[src/rtl/fxalu_pkg.sv]
package fxalu_pkg;
    typedef enum logic [3:0] {
        OP_ADD  = 4'd0,  OP_SUB  = 4'd1,  OP_ADC = 4'd2,  OP_SBB = 4'd3,
        OP_NEG  = 4'd4,  OP_ABS  = 4'd5,  OP_PASS = 4'd6, OP_CMP = 4'd7,
        OP_AND  = 4'd8,  OP_OR   = 4'd9,  OP_XOR = 4'd10, OP_NOT = 4'd11,
        OP_R12  = 4'd12, OP_R13  = 4'd13, OP_R14 = 4'd14, OP_R15 = 4'd15
    } op_e;

    typedef struct packed {
        logic zero;
        logic neg;
        logic ovf;
        logic carry;
    } flags_t;
endpackage

[src/rtl/fxalu_unpack.sv]
module fxalu_unpack #(
    parameter int REG_W = 40,
    parameter int LOW_W = 8,
    localparam int OPD_W = REG_W - LOW_W
) (
    input  logic [REG_W-1:0] word_a,
    input  logic [REG_W-1:0] word_b,
    output logic [OPD_W-1:0] opd_a,
    output logic [OPD_W-1:0] opd_b
);
    logic [1:0][REG_W-1:0] words;
    logic [1:0][OPD_W-1:0] opds;
    logic [1:0][LOW_W-1:0] unused_low;

    assign words = {word_b, word_a};

    // only the upper field of each word is an operand
    for (genvar i = 0; i < 2; i++) begin : g_port
        assign opds[i]       = words[i][REG_W-1:LOW_W];
        assign unused_low[i] = words[i][LOW_W-1:0];
    end

    assign opd_a = opds[0];
    assign opd_b = opds[1];
endmodule

[src/rtl/fxalu_core.sv]
module fxalu_core
    import fxalu_pkg::*;
#(
    parameter int W = 32
) (
    input  op_e          op,
    input  logic [W-1:0] a,
    input  logic [W-1:0] b,
    input  logic         cin,
    output logic [W-1:0] raw,
    output logic         ovf,
    output logic         cout,
    output logic         writes,
    output logic         updates
);
    logic [W-1:0] x, y;
    logic         ci;
    logic [W:0]   sum;
    logic         use_add, keep_carry;

    assign sum = {1'b0, x} + {1'b0, y} + {{W{1'b0}}, ci};

    always_comb begin
        x          = a;
        y          = '0;
        ci         = 1'b0;
        use_add    = 1'b1;
        keep_carry = 1'b1;
        writes     = 1'b1;
        updates    = 1'b1;
        raw        = '0;
        unique case (op)
            OP_ADD:  y = b;
            OP_SUB:  begin y = ~b; ci = 1'b1; end
            OP_ADC:  begin y = b;  ci = cin;  end
            OP_SBB:  begin y = ~b; ci = cin;  end
            OP_NEG:  begin x = '0; y = ~a; ci = 1'b1; end
            OP_ABS:  begin
                keep_carry = 1'b0;
                if (a[W-1]) begin x = '0; y = ~a; ci = 1'b1; end
            end
            OP_PASS: keep_carry = 1'b0;
            OP_CMP:  begin y = ~b; ci = 1'b1; writes = 1'b0; end
            OP_AND:  begin use_add = 1'b0; raw = a & b; end
            OP_OR:   begin use_add = 1'b0; raw = a | b; end
            OP_XOR:  begin use_add = 1'b0; raw = a ^ b; end
            OP_NOT:  begin use_add = 1'b0; raw = ~a;    end
            default: begin use_add = 1'b0; writes = 1'b0; updates = 1'b0; end
        endcase
        if (use_add) begin
            raw  = sum[W-1:0];
            ovf  = (x[W-1] == y[W-1]) && (sum[W-1] != x[W-1]);
            cout = keep_carry & sum[W];
        end else begin
            ovf  = 1'b0;
            cout = 1'b0;
        end
    end
endmodule

[src/rtl/fxalu_sat.sv]
module fxalu_sat #(
    parameter int W = 32
) (
    input  logic [W-1:0] raw,
    input  logic         ovf,
    input  logic         sat_en,
    output logic [W-1:0] res
);
    localparam logic [W-1:0] POS_MAX = {1'b0, {(W-1){1'b1}}};
    localparam logic [W-1:0] NEG_MAX = {1'b1, {(W-1){1'b0}}};

    // wrapped sign is opposite to the true sign on overflow
    always_comb begin
        if (sat_en && ovf) res = raw[W-1] ? POS_MAX : NEG_MAX;
        else               res = raw;
    end
endmodule

[src/rtl/fxalu_top.sv]
module fxalu_top
    import fxalu_pkg::*;
#(
    parameter int REG_W = 40,
    parameter int LOW_W = 8
) (
    input  logic             clk,
    input  logic             rst_n,
    input  logic             op_valid,
    input  logic [3:0]       op_code,
    input  logic             sat_en,
    input  logic [REG_W-1:0] src_a,
    input  logic [REG_W-1:0] src_b,
    output logic             wr_en,
    output logic [REG_W-1:0] wr_data,
    output logic             flag_zero,
    output logic             flag_neg,
    output logic             flag_ovf,
    output logic             flag_carry
);
    localparam int OPD_W = REG_W - LOW_W;

    op_e              op;
    logic [OPD_W-1:0] opd_a, opd_b, raw, res;
    logic             core_ovf, core_cout, core_wr, core_upd;
    flags_t           flags_q, flags_d;

    assign op = op_e'(op_code);

    fxalu_unpack #(.REG_W(REG_W), .LOW_W(LOW_W)) u_unpack (
        .word_a(src_a), .word_b(src_b), .opd_a(opd_a), .opd_b(opd_b)
    );

    fxalu_core #(.W(OPD_W)) u_core (
        .op(op), .a(opd_a), .b(opd_b), .cin(flags_q.carry),
        .raw(raw), .ovf(core_ovf), .cout(core_cout),
        .writes(core_wr), .updates(core_upd)
    );

    fxalu_sat #(.W(OPD_W)) u_sat (
        .raw(raw), .ovf(core_ovf), .sat_en(sat_en), .res(res)
    );

    assign wr_en   = op_valid & core_wr;
    assign wr_data = {res, {LOW_W{1'b0}}};

    always_comb begin
        flags_d.zero  = (res == '0);
        flags_d.neg   = res[OPD_W-1];
        flags_d.ovf   = core_ovf;
        flags_d.carry = core_cout;
    end

    always_ff @(posedge clk) begin
        if (!rst_n)                     flags_q <= '0;
        else if (op_valid && core_upd)  flags_q <= flags_d;
    end

    assign flag_zero  = flags_q.zero;
    assign flag_neg   = flags_q.neg;
    assign flag_ovf   = flags_q.ovf;
    assign flag_carry = flags_q.carry;

    assert_low_clear_R2: assert property (@(posedge clk) disable iff (!rst_n)
        wr_en |-> wr_data[LOW_W-1:0] == '0);

    assert_cmp_nowrite_R8: assert property (@(posedge clk) disable iff (!rst_n)
        (op_valid && op == OP_CMP) |-> !wr_en);

    assert_sat_clamp_R5: assert property (@(posedge clk) disable iff (!rst_n)
        (wr_en && sat_en && core_ovf) |->
        (wr_data[REG_W-1:LOW_W] == {1'b0, {(OPD_W-1){1'b1}}} ||
         wr_data[REG_W-1:LOW_W] == {1'b1, {(OPD_W-1){1'b0}}}));

    assert_flag_hold_R11: assert property (@(posedge clk) disable iff (!rst_n)
        !op_valid |=> $stable({flag_zero, flag_neg, flag_ovf, flag_carry}));

    assert_logic_clear_R9: assert property (@(posedge clk) disable iff (!rst_n)
        (op_valid && (op == OP_AND || op == OP_OR || op == OP_XOR || op == OP_NOT))
        |=> (!flag_ovf && !flag_carry));

    assert_ovf_unsat_R4: assert property (@(posedge clk) disable iff (!rst_n)
        (op_valid && core_upd) |=> flag_ovf == $past(core_ovf));
endmodule

[config.mk]
export PLATFORM = sky130hd
export DESIGN_NAME = fxalu_top
export DESIGN_NICKNAME = d
export VERILOG_FILES = /design/src/rtl/fxalu_pkg.sv /design/src/rtl/fxalu_unpack.sv /design/src/rtl/fxalu_core.sv /design/src/rtl/fxalu_sat.sv /design/src/rtl/fxalu_top.sv
export SDC_FILE = /design/constraint.sdc
export NUM_CORES = 1
export LEC_CHECK = 0
export BUFFER_PORTS_ARGS = -buffer_cell sky130_fd_sc_hd__buf_2
export CORE_UTILIZATION = 56
export DETAILED_ROUTE_END_ITERATION = 7
export PLACE_DENSITY = 0.86
export SLEW_MARGIN = 20
export SYNTH_ARGS = -nofsm -noshare
export SYNTH_HDL_FRONTEND = slang
export SYNTH_SLANG_ARGS = --single-unit
[constraint.sdc]
create_clock -name clk -period 12.35 [get_ports clk]
set_clock_uncertainty 0.15 [all_clocks]
set_input_delay 3.705 -clock clk [delete_from_list [all_inputs] [get_ports clk]]
set_output_delay 3.705 -clock clk [all_outputs]
set_load 0.02 [all_outputs]
* Yosys cells after proc, flatten, opt, wreduce, memory -nomap -nowiden
Cells that the tools add are included.
Word-level totals: flip-flop bits (word level) 4
Cells by class: add/sub/neg operators 2, multiplexer cells 16, equality and inequality tests 13, reduce and logical (&&, ||, !) cells 13, bitwise logic cells 7
Operator list (count):
- 32-bit case mux with 4 select lines | 2
- 32-bit 2-to-1 mux | 4
- 32-bit NOT | 2
- 32-bit case mux with 2 select lines | 1
- 32-bit by 32-bit adder with 33-bit output | 1
- 33-bit by 1-bit adder with 33-bit output | 1
- 32-bit AND | 1
- 32-bit logical NOT | 1
- 32-bit OR | 1
- 32-bit bitwise XOR | 1
- 31-bit 2-to-1 mux | 1
- 4-bit by 3-bit equality test with 1-bit output (second input constant) | 4
- 4-bit equality test (second input constant) | 4
- 12-bit OR reduction | 1
- 11-bit OR reduction | 1
- 4-bit by 2-bit equality test with 1-bit output (second input constant) | 2
- 8-bit OR reduction | 1
- 1-bit 2-to-1 mux | 7
- 2-bit OR reduction | 3
- 3-bit OR reduction | 2
- 4-bit by 1-bit equality test with 1-bit output (second input constant) | 1
- 4-bit logical NOT | 1
- 1-bit logical AND | 3
- 1-bit case mux with 3 select lines | 1
- other kinds (3) | 4

* Depth between registers and ports, before layout
depth in word-level cells 11, mapped depth 20

* Hierarchy
Synthesis repeated with hierarchy kept, for this count alone.
Unflattened totals: cells, all modules 837, area, all modules 5704.2 µm²
By module, submodules not included:
- fxalu_core | cells each 695, area each 4619.4 µm², seq. area each 0.0 µm², instances 1
- fxalu_unpack | cells each 64, area each 480.5 µm², seq. area each 0.0 µm², instances 1
- fxalu_sat | cells each 41, area each 312.8 µm², seq. area each 0.0 µm², instances 1
- fxalu_top | cells each 37, area each 291.5 µm², seq. area each 80.1 µm², instances 1

* Worst setup path after synthesis
No wires, ideal clock.
path type in2out, start input port op_code[0], end output port wr_data[32], stages on the path 17, required time 8.495 ns, setup slack 0.406 ns, data arrival time 8.089 ns, cells stage by stage clkbuf_1 clkbuf_1 clkbuf_1 nand3_1 clkbuf_1 o221a_2 fa_1 fa_1 nor2b_1 o31a_1 o31a_1 o41ai_2 o21a_1 o21ai_1 o21ai_1 xor2_1 o311ai_0
Between the ends: word-level cells in the longest chain between the ends 10
RTL lines:
- from (decl) | line fxalu_top.sv:10 | input logic [3:0] op_code,
- 4-bit by 1-bit equality test with 1-bit output (tied with other cells) | line fxalu_core.sv:32 | unique case (op)
- 3-bit OR reduction (no source line) or 2-bit OR reduction (tied branches)
- 32-bit case mux with 4 select lines | line fxalu_core.sv:32
- 32-bit by 32-bit adder with 33-bit output | line fxalu_core.sv:21 | assign sum = {1'b0, x} + {1'b0, y} + {{W{1'b0}}, ci};
- 33-bit by 1-bit adder with 33-bit output | line fxalu_core.sv:21
- 1-bit != test | line fxalu_core.sv:52 | ovf = (x[W-1] == y[W-1]) && (sum[W-1] != x[W-1]);
- 1-bit logical AND | line fxalu_core.sv:52
- 1-bit 2-to-1 mux | line fxalu_core.sv:50 | if (use_add) begin
- 1-bit logical AND | line fxalu_sat.sv:14 | if (sat_en && ovf) res = raw[W-1] ? POS_MAX : NEG_MAX;
- 32-bit 2-to-1 mux * | line fxalu_sat.sv:14
- to (decl) | line fxalu_top.sv:15 | output logic [REG_W-1:0] wr_data,
Every way passes the cells marked *; elsewhere a longest branch is shown, timed or not.

* Final worst setup path
start input port op_code[0], end output port wr_data[15]
Same word-level chain as after synthesis.

==> results.txt <==
GRT Max-Usage Layer - met2
Detailed Place HPWL - 12290 µm
Max Slew Vio Count - 0
Psw - 187.5 µW
full die area - 0.009751 mm²
global route overflow - 0
number of global-route vias before repair - 5616
sequential share of power - 4.1%
Yosys cell types - 75
synth top area cells - ha_1, a21oi_1, o221ai_1
CTS Hold Bufs - 0
global routing usage on met1 - 41.34%
Rows - 34
setup violators final - 0
Initial DRC Count - 409
final WL - 15700 µm
RSZ-0062 raised after global routing - false
crit-path max FO - 35
Worst IR Drop VDD - 0.00003595 V
Max Cap Viol - 0
final worst-path cycle share - 96.15%
Post-CTS Repair Setup Buffers - 0
count leader, synth - ha_1
critical path class - input pin to output pin
CTS root buf - clkbuf_8
Yosys top cell area share - 22.68%
diode count - 0
io pins - 133
CTS clk-pin slew, worst paths - 30 ps
flops & latches, synth - 4
chip height - 98.75 µm
Hold Vio Cnt, Final - 0
Core Area - 0.008891 mm²
I/O Buffers - 108
wire per inst - 16.29 µm
Tightest Pin Transition - 788.9 ps
GRT Total Usage - 31.66%
Inserted Clock Buffers - 3
Synth-to-Final Area Change - 12.80%
Synth area leader - ha_1
Die W - 98.75 µm
Total Nets Final - 1043
Slew Limit Headroom - 47.23%
largest net degree at the start of global routing - 36
drt first pass iters - 5
Ys Warns - 0
Clock Sinks - 4
mapped cell area - 0.005241 mm²
CTS H-tree depth - 1
GR Layer Usage met2 - 55.24%
worst skew pair latency - 220 ps
Pint - 146.0 µW
Vias - 6253
flop2flop setup slack - 7560 ps
post-CTS sizing - 0
critical path's slowest cell - o21ai_4
first-pass GRT wire length - 25860 µm
final routed DRC violation total - 0
WP data required - 8490 ps
number of flops mapped to enable cells by yosys - 0
largest buffer count on any clock path - 2
Logic pwr share - 87.5%
dpl cells - 961
Initial Util - 58.95%
non-filler cells, final - 964
leakage power - 0.002950 µW
share of cells above drive strength 1 - 17.76%
worst hold path type - register to register
Period minus WS final - 11870 ps
status - complete, no violations
Post-synth ARST share - 0%
switch share - 56.21%
Fmax achieved - 84.21 MHz
sequential area share after synthesis - 1.528%
CTS tree - yes
CP Cell Sequence - buf_2 > inv_1 > o21ai_4 > buf_4 > o221ai_1 > ha_1 > a21oi_1 > o21ai_0 > a21oi_1 > o221ai_1 > nor2_1 > nor3_2 > buf_4 > nor2_1 > nor2_1 > buf_2
Setup crit start kind - input pin
Vias/cell - 6.487
Routed Antenna Nets - 0
Sum Neg Setup Slack - 0 ps
initial antenna violation count - 0
CP Capture Type - output pin
Routability Congestion - 0.9779
top_reg_cell synth - dfxtp_1
max incr delay on CP - 650 ps
power per cell area - 56.42 mW/mm²
met3 usage - 2.553%
arrival time at the worst endpoint - 8020 ps
Most common cell on crit path - nor2_1
Clk pwr share - 8.4%
Syn Inst Count - 771
syn avg cell area - 6.798 µm²
Post-synth top cells - ha_1, nand2_1, inv_1
[metrics by stage]
| step | utilization (%) | setup slack [ps] | total power (µW) | instance area (µm²) | hold WS [ps] |
|---|---|---|---|---|---|
| after floorplan | - | 406.5 | 220.2 | 5268 | 387.9 |
| after global placement | 65.96 | 446.4 | 295.1 | 5864 | 306.5 |
| after detailed placement | 66.03 | 542.8 | 300.1 | 5871 | 308.9 |
| after CTS | 66.49 | 532.0 | 329.8 | 5912 | 372.0 |
| after global routing | 66.49 | 6.521 | 364.2 | 5912 | 411.7 |
| final | 66.49 | 475.5 | 333.6 | 5912 | 372.5 |
[cells by family (layout without fill, tap and decap cells)]
group | count (synthesis) | after routing | synth area share, %
AO/OA/AOI/OAI | 259 | 259 | 34.83
XOR/XNOR | 25 | 25 | 4.178
adder cells (fa/ha/maj) | 97 | 97 | 23.44
buffers and inverters | 127 | 205 | 10.22
flip-flops | 4 | 4 | 1.528
multiplexers | 19 | 19 | 3.652
other | 1 | 8 | 0.07155
AND/OR/NAND/NOR | 239 | 239 | 22.08
[flip-flops by register name, indices dropped and copies added (netlist names)]
signal,cells
flag_carry,1
flag_neg,1
flag_ovf,1
flag_zero,1
[final timing paths]
kind                            cells past startpoint                       to                     from
worst max-delay path                               16              wr_data[15]               op_code[0]
worst min-delay path                                1  flag_carry$_SDFFE_PN0P_  flag_carry$_SDFFE_PN0P_
worst max register to register                     15   flag_zero$_SDFFE_PN0P_  flag_carry$_SDFFE_PN0P_
worst min register to register                      1  flag_carry$_SDFFE_PN0P_  flag_carry$_SDFFE_PN0P_
[area by class of cell]
class | instances | area, µm²
fill | 821 | 2979
clock buffer | 3 | 41.29
sequential | 4 | 80.08
inverter | 76 | 285.3
timing repair buffer | 126 | 675.6
tap | 108 | 135.1
multi-input combinational | 647 | 4695
[placed cells by master, fill, tap and decap left out, types with 22 or more instances in the layout]
| master | count |
|---|---|
| buf_2 | 108 |
| ha_1 | 95 |
| nand2_1 | 79 |
| inv_1 | 76 |
| a21oi_1 | 65 |
| nor2_1 | 62 |
| o221ai_1 | 35 |
| and2_1 | 31 |
| o21ai_0 | 24 |
| o22ai_1 | 22 |
[power groups by stage]
stage | clock, µW | combinational, µW | sequential [µW]
floorplan | 0 | 206 | 14.6
global placement | 0 | 281 | 13.9
detailed placement | 0 | 286 | 14.0
CTS | 28.1 | 288 | 13.8
global route | 29.8 | 320 | 13.9
finish | 28.0 | 292 | 13.8
[critical path, delay by kind of cell]
kind                     cells  cell delay, ps
adder cells (fa/ha/maj)      1             520
buffers and inverters        5            1260
AO/OA/AOI/OAI                6            1620
AND/OR/NAND/NOR              4             900
[per-layer routing]
metal  wire length (µm)  up-vias
li1                   -     2989
met1               6838     2913
met2               7265      300
met3               1160       51
met4                441        0
met5                  0        -
(Power assumes the default switching activity.)
